### src/rtl/cfg_frame_pkg.sv
package cfg_frame_pkg;

    localparam int KIND_W = 3;

    typedef enum logic [KIND_W-1:0] {
        COL_MEMLOGIC = 3'd0,
        COL_ARITH    = 3'd1,
        COL_BRAM     = 3'd2,
        COL_DSP      = 3'd3,
        COL_EDGE_L   = 3'd4,
        COL_CENTER   = 3'd5,
        COL_EDGE_R   = 3'd6,
        COL_RSVD     = 3'd7
    } col_kind_e;

    typedef enum logic {
        ST_LOAD = 1'b0,
        ST_DONE = 1'b1
    } seq_state_e;

    localparam int MAX_MINORS = 31;

    // Number of minor frames held by a column of the given kind.
    function automatic int unsigned kind_minors(input logic [KIND_W-1:0] kind);
        int unsigned n;
        unique case (col_kind_e'(kind))
            COL_MEMLOGIC: n = 31;
            COL_ARITH:    n = 30;
            COL_BRAM:     n = 25;
            COL_DSP:      n = 24;
            COL_EDGE_L:   n = 30;
            COL_CENTER:   n = 31;
            COL_EDGE_R:   n = 30;
            default:      n = 30;
        endcase
        return n;
    endfunction

endpackage

### src/rtl/cfg_col_lut.sv
module cfg_col_lut
    import cfg_frame_pkg::*;
#(
    parameter int NUM_COLS = 8,
    parameter int MAJ_W    = 3,
    parameter int MIN_W    = 5,
    parameter logic [NUM_COLS*KIND_W-1:0] COL_MAP = '0
) (
    input  logic [MAJ_W-1:0] major,
    output logic [MIN_W-1:0] last_minor
);

    logic [MIN_W-1:0] lim_tbl [NUM_COLS];

    for (genvar c = 0; c < NUM_COLS; c++) begin : g_col
        localparam logic [KIND_W-1:0] KIND = COL_MAP[KIND_W*c +: KIND_W];
        assign lim_tbl[c] = MIN_W'(kind_minors(KIND) - 1);
    end

    always_comb begin
        last_minor = '0;
        for (int c = 0; c < NUM_COLS; c++) begin
            if (major == MAJ_W'(c)) last_minor = lim_tbl[c];
        end
    end

endmodule

### src/rtl/cfg_word_ctr.sv
module cfg_word_ctr #(
    parameter int TILES_PER_FRAME = 16,
    parameter int WORDS_PER_TILE  = 4,
    parameter int WORD_W          = 7,
    parameter int SLOT_W          = 4
) (
    input  logic              clk,
    input  logic              srst,
    input  logic              clr,
    input  logic              adv,
    output logic [WORD_W-1:0] word,
    output logic              frame_end,
    output logic [SLOT_W-1:0] slot,
    output logic              slot_valid
);

    localparam int TILE_WORDS  = TILES_PER_FRAME * WORDS_PER_TILE;
    localparam int FRAME_WORDS = TILE_WORDS + 1;

    always_ff @(posedge clk) begin
        if (srst || clr) begin
            word <= '0;
        end else if (adv) begin
            if (word == WORD_W'(FRAME_WORDS - 1)) word <= '0;
            else                                   word <= word + 1'b1;
        end
    end

    always_comb begin
        frame_end  = (word == WORD_W'(FRAME_WORDS - 1));
        slot_valid = (word < WORD_W'(TILE_WORDS));
        slot       = slot_valid ? SLOT_W'(word / WORD_W'(WORDS_PER_TILE)) : '0;
    end

endmodule

### src/rtl/cfg_addr_ctr.sv
module cfg_addr_ctr #(
    parameter int NUM_ROWS = 4,
    parameter int NUM_COLS = 8,
    parameter int ROW_W    = 2,
    parameter int MAJ_W    = 3,
    parameter int MIN_W    = 5
) (
    input  logic             clk,
    input  logic             srst,
    input  logic             clr,
    input  logic             step,
    input  logic [MIN_W-1:0] last_minor,
    output logic [ROW_W-1:0] row,
    output logic [MAJ_W-1:0] major,
    output logic [MIN_W-1:0] minor,
    output logic             addr_last
);

    logic minor_wrap;
    logic major_wrap;
    logic row_wrap;

    always_comb begin
        minor_wrap = (minor == last_minor);
        major_wrap = (major == MAJ_W'(NUM_COLS - 1));
        row_wrap   = (row == ROW_W'(NUM_ROWS - 1));
        addr_last  = minor_wrap && major_wrap && row_wrap;
    end

    always_ff @(posedge clk) begin
        if (srst || clr) begin
            row   <= '0;
            major <= '0;
            minor <= '0;
        end else if (step) begin
            if (!minor_wrap) begin
                minor <= minor + 1'b1;
            end else begin
                minor <= '0;
                if (!major_wrap) begin
                    major <= major + 1'b1;
                end else begin
                    major <= '0;
                    row   <= row_wrap ? '0 : row + 1'b1;
                end
            end
        end
    end

endmodule

### src/rtl/cfg_frame_seq.sv
module cfg_frame_seq
    import cfg_frame_pkg::*;
#(
    parameter int NUM_ROWS        = 4,
    parameter int NUM_COLS        = 8,
    // column 0 in the low bits: edge-L, mem, arith, bram, center, mem, dsp, edge-R
    parameter logic [NUM_COLS*3-1:0] COL_MAP =
        {3'd6, 3'd3, 3'd0, 3'd5, 3'd2, 3'd1, 3'd0, 3'd4},
    parameter int TILES_PER_FRAME = 16,
    parameter int WORDS_PER_TILE  = 4,
    parameter int DATA_W          = 16,
    localparam int FRAME_WORDS = TILES_PER_FRAME * WORDS_PER_TILE + 1,
    localparam int ROW_W  = (NUM_ROWS > 1) ? $clog2(NUM_ROWS) : 1,
    localparam int MAJ_W  = (NUM_COLS > 1) ? $clog2(NUM_COLS) : 1,
    localparam int MIN_W  = $clog2(MAX_MINORS + 1),
    localparam int WORD_W = $clog2(FRAME_WORDS),
    localparam int SLOT_W = (TILES_PER_FRAME > 1) ? $clog2(TILES_PER_FRAME) : 1
) (
    input  logic              clk,
    input  logic              srst,
    input  logic              start,
    input  logic              in_valid,
    output logic              in_ready,
    input  logic [DATA_W-1:0] in_data,
    output logic              out_valid,
    output logic [DATA_W-1:0] out_data,
    output logic [ROW_W-1:0]  out_row,
    output logic [MAJ_W-1:0]  out_major,
    output logic [MIN_W-1:0]  out_minor,
    output logic [WORD_W-1:0] out_word,
    output logic [SLOT_W-1:0] out_slot,
    output logic              out_slot_valid,
    output logic              done
);

    seq_state_e       state, state_nx;
    logic             done_q;
    logic             fire;
    logic             frame_end;
    logic             addr_last;
    logic             seq_last;
    logic [MIN_W-1:0] last_minor;

    cfg_word_ctr #(
        .TILES_PER_FRAME (TILES_PER_FRAME),
        .WORDS_PER_TILE  (WORDS_PER_TILE),
        .WORD_W          (WORD_W),
        .SLOT_W          (SLOT_W)
    ) u_word (
        .clk        (clk),
        .srst       (srst),
        .clr        (start),
        .adv        (fire),
        .word       (out_word),
        .frame_end  (frame_end),
        .slot       (out_slot),
        .slot_valid (out_slot_valid)
    );

    cfg_col_lut #(
        .NUM_COLS (NUM_COLS),
        .MAJ_W    (MAJ_W),
        .MIN_W    (MIN_W),
        .COL_MAP  (COL_MAP)
    ) u_lut (
        .major      (out_major),
        .last_minor (last_minor)
    );

    cfg_addr_ctr #(
        .NUM_ROWS (NUM_ROWS),
        .NUM_COLS (NUM_COLS),
        .ROW_W    (ROW_W),
        .MAJ_W    (MAJ_W),
        .MIN_W    (MIN_W)
    ) u_addr (
        .clk        (clk),
        .srst       (srst),
        .clr        (start),
        .step       (fire && frame_end),
        .last_minor (last_minor),
        .row        (out_row),
        .major      (out_major),
        .minor      (out_minor),
        .addr_last  (addr_last)
    );

    assign seq_last = frame_end && addr_last;

    // next-state selection
    always_comb begin
        state_nx = state;
        unique case (state)
            ST_LOAD: if (!start && fire && seq_last) state_nx = ST_DONE;
            ST_DONE: if (start)                      state_nx = ST_LOAD;
            default:                                 state_nx = ST_LOAD;
        endcase
    end

    // state register
    always_ff @(posedge clk) begin
        if (srst) begin
            state  <= ST_LOAD;
            done_q <= 1'b0;
        end else begin
            state  <= state_nx;
            done_q <= fire && seq_last;
        end
    end

    // outputs
    always_comb begin
        in_ready  = (state == ST_LOAD) && !start;
        fire      = in_valid && in_ready;
        out_valid = fire;
        out_data  = in_data;
        done      = done_q;
    end

endmodule

### config.mk
export PLATFORM = sky130hd
export DESIGN_NAME = cfg_frame_seq
export DESIGN_NICKNAME = d
export VERILOG_FILES = /design/src/rtl/cfg_frame_pkg.sv /design/src/rtl/cfg_col_lut.sv /design/src/rtl/cfg_word_ctr.sv /design/src/rtl/cfg_addr_ctr.sv /design/src/rtl/cfg_frame_seq.sv
export SDC_FILE = /design/constraint.sdc
export NUM_CORES = 1
export LEC_CHECK = 0
export ABC_AREA = 1
export BUFFER_PORTS_ARGS = -buffer_cell sky130_fd_sc_hd__buf_2
export CELL_PAD_IN_SITES_DETAIL_PLACEMENT = 1
export CELL_PAD_IN_SITES_GLOBAL_PLACEMENT = 2
export CORE_MARGIN = 3
export CORE_UTILIZATION = 25
export CTS_BUF_LIST = sky130_fd_sc_hd__clkbuf_16
export DETAILED_ROUTE_END_ITERATION = 6
export PLACE_DENSITY_LB_ADDON = 0.1
export SETUP_SLACK_MARGIN = 0.1
export SYNTH_ARGS = -nofsm -noshare
export SYNTH_HDL_FRONTEND = slang
export SYNTH_SLANG_ARGS = --single-unit
### constraint.sdc
create_clock -name clk -period 4.2 [get_ports clk]
set_input_delay 0.42 -clock clk [delete_from_list [all_inputs] [get_ports clk]]
set_output_delay 0.42 -clock clk [all_outputs]
set_load 0.03 [all_outputs]
==> summary.md <==
| Metric | Value |
|---|---|
| Status | `finished clean` |
| First-pass GRT wire length | `5820 µm` |
| Async SR Flop Fraction | `0%` |
| Clk root buf | `clkbuf_16` |
| YS warnings | `0` |
| Number of H-tree levels | `1` |
| Clock latency on the worst-skew pair | `250 ps` |
| Worst path max stage delay | `500 ps` |
| Worst r2r src | `u_addr.major[1]` |
| Min Tclk post-route | `2120 ps` |
| Min-delay src | `srst` |
| Hold Path Sink | `done` |
| Seq/Total Area, Yosys | `29.2%` |
| Cells after DPL | `265` |
| Final hold vios | `0` |
| PortBufs | `28` |
| Worst flop-to-flop path endpoint | `u_addr.major[0]` |
| Drt drc | `0` |
| CP startpoint kind | `flop` |
| CTS buffer count | `3` |
| GRT Residual Overflow | `0` |
| Yosys reg bits | `19` |
| Core area | `4880 µm²` |
| Cells on worst reg2reg path | `11` |
| CTS tree | `done` |
| Final setup viols | `0` |
| Final Max Tran Viols | `0` |
| CTS resizes | `0` |
| Die ar. | `6110 µm²` |
| Vias in the first global route | `1,219` |
| Initial antenna violation count | `0` |
| CP bufs+invs | `1` |
| Placer Congestion | `0.778` |
| Slowest CP cell | `dfxtp_1` |
| Worst slew margin | `65.6%` |
| DRT iter0 DRCs | `23` |
| Fmax | `0.471 GHz` |
| Static leakage | `0.679 nW` |
| Die Y | `78.1 µm` |
| ANT nets after route | `0` |
| Clock sink count | `19` |
| Final Cycle Share | `50.6%` |
| Worst-path fanout max | `9` |
| Rows | `25` |
| Synth unique cells | `25` |
| Final #Nets | `233` |
| Top cell family by delay on the critical path | `simple AND/OR/NAND/NOR gates` |
| Number of enable flip-flop cells after synthesis | `0` |
| Final Cell Area | `1480 µm²` |
| Cell area power density | `271 nW/µm²` |
| Final wirelength | `3360 µm` |
| Maxcap violations | `0` |
| Hold Crit Class | `in2reg` |
| Syn_area_per_cell | `6.96 µm²` |
| Fill cell count | `621` |
| Unrepaired setup endpoints after global routing | `false` |
| Storage cell area | `380 µm²` |
| Reg clk slew, reported paths | `60 ps` |
| GRT Total Usage | `11.7%` |
| Antenna Cells | `0` |
| Drt first pass iters | `6` |
| Syn Inst Count | `187` |
| Post-CTS setup buffer count | `0` |
| Mapped Area | `1300 µm²` |
| Non-filler cells, final | `269` |
| Crit end category | `flop` |
| Cell breakdown of the critical path | `ha_1 > ha_1 > inv_1 > nand4_1 > nand2_1 > nor2_1 > nand2_1 > nor2_4 > nand2_2 > o21ai_0 > nor2_1` |
| WHS Path Cells | `3` |
| Die span in x | `78.1 µm` |
| Critical path depth in cells | `11` |
| Worst-margin pin slew | `511 ps` |
| Via count | `1,166` |
| Initial core utilization | `26.7%` |
| Wire per inst | `12.5 µm` |
| CP Class | `reg2reg` |
| R2r setup slk | `2080 ps` |
| Req. time, crit path | `4340 ps` |
| Area after DPL | `1400 µm²` |
| Clock skew | `1.04 ps` |
| Hold_buf cts | `0` |
| Crit path DAT | `2270 ps` |
| DR vias/cell | `4.33` |
| Setup_tns | `0 ps` |
| Main synth FF type | `dfxtp_1` |
| Largest net degree at the start of global routing | `13` |
| Footprint of the multi-input gates | `676 µm²` |
| Maximum vdd drop | `0.000201 V` |
| HPWL Detailed | `2700 µm` |
| Area grow syn2layout | `13.6%` |
| Io pins | `61` |
| Clock buffer depth | `2` |
| Synth Net Count | `217` |
| Share of cells above drive strength 1 | `24.3%` |
[power breakdown]
| part | internal, mW | total (mW) | switching [mW] | leakage [nW] |
|---|---|---|---|---|
| Clock | 0.128 | 0.201 | 0.0735 | 0.0409 |
| Sequential | 0.181 | 0.181 | 0.000537 | 0.153 |
| Combinational | 0.00529 | 0.0177 | 0.0124 | 0.485 |
| Total | 0.314 | 0.400 | 0.0864 | 0.679 |
[state kept, by name, summed over array words and instances (netlist names)]
register      cells
u_word.word       7
u_addr.minor      5
u_addr.major      3
u_addr.row        2
done              1
state             1
[cell usage in the layout (no fill, tap or decap)]
cell and n:
clkinv_2 2, nand4_1 5, o21ai_0 9, o21ai_1 2
nor2_4 2, inv_2 3, nand3_1 8, nand3b_4 1
xor2_1 4, nor2_2 1, a21oi_1 6, nor2_1 27
dfxtp_1 19, buf_4 1, buf_2 28, nand2_2 4
o22ai_1 1, nor3_2 2, nand2_1 36, nand3_2 1
clkbuf_16 3, inv_1 25, nor4_1 1, ha_1 10
or2_2 1
[final cells by class]
type	count	share of cell area, %
Inverter	29	7.45
Tap cell	67	5.67
Clock buffer	3	5.08
Sequential cell	19	25.7
Timing Repair Buffer	29	9.99
Multi-Input combinational cell	121	45.7
Clock inverter	1	0.339
[metal layers]
metal / track usage [%] / wire [µm] / vias up / part of all wire [%]
met1: 15.2 / 1630 / 527 / 48
met5: 0 / 0 / - / 0
met3: 2.75 / 145 / 20 / 4.3
met4: 4.37 / 86 / 0 / 2.6
met2: 18.8 / 1500 / 22 / 45
li1: - / - / 597 / -
[worst max path at each step]
| stage | start | to | slack [ps] |
|---|---|---|---|
| 2_1_floorplan | u_addr.major[1] | u_addr.major[2] | 2180 |
| 3_3_place_gp | u_addr.major[1] | u_addr.major[0] | 2170 |
| 3_5_place_dp | u_addr.major[1] | u_addr.major[0] | 2080 |
| 4_1_cts | u_addr.major[1] | u_addr.major[0] | 2060 |
| 5_1_grt | u_addr.major[1] | u_addr.major[0] | 1750 |
| 6_report | u_addr.major[1] | u_addr.major[0] | 2080 |
[metrics by stage]
stage                     util [%]  total power [mW]  worst slack (ps)  hold WS [ps]
after global placement        28.6             0.203              2170           469
after global routing          30.3             0.420              1750           461
final                         30.3             0.400              2080           445
after floorplan                  -             0.225              2180           448
after CTS                     30.3             0.411              2060           442
after detailed placement      28.6             0.203              2080           491
[synthesized netlist by cell type, types with 2 or more instances]
library cell  count  area (µm²)
nand2_1          36         135
nor2_1           27         101
inv_1            25        93.8
dfxtp_1          19         380
buf_4            16         120
ha_1             10         125
o21ai_0           9        45.0
nand3_1           8        40.0
a21oi_1           6        30.0
nand4_1           5        31.3
nand2_2           4        25.0
xor2_1            4        35.0
inv_2             3        11.3
nor2_4            2        22.5
nor3_2            2        20.0
o21ai_1           2        10.0
[kinds of logic after synthesis]
group                      after synthesis  synth area share (%)
DFF                                     19                  29.2
adders and majority gates               10                  9.62
buffers and inverters                   47                  18.8
and+or+nand+nor                         89                  32.6
xor gates and xnor gates                 4                  2.69
AOI/OAI and AO/OA                       18                  7.02
[worst register-to-register path, stage by stage, from the launching register on]
cell     delay, ps
dfxtp_1        500
ha_1           240
ha_1           310
inv_1          100
nand4_1         80
nand2_1         60
nor2_1         100
nand2_1        100
nor2_4         140
nand2_2        130
o21ai_0        200
nor2_1          50
No activity file was read; power rests on OpenSTA's default activity.
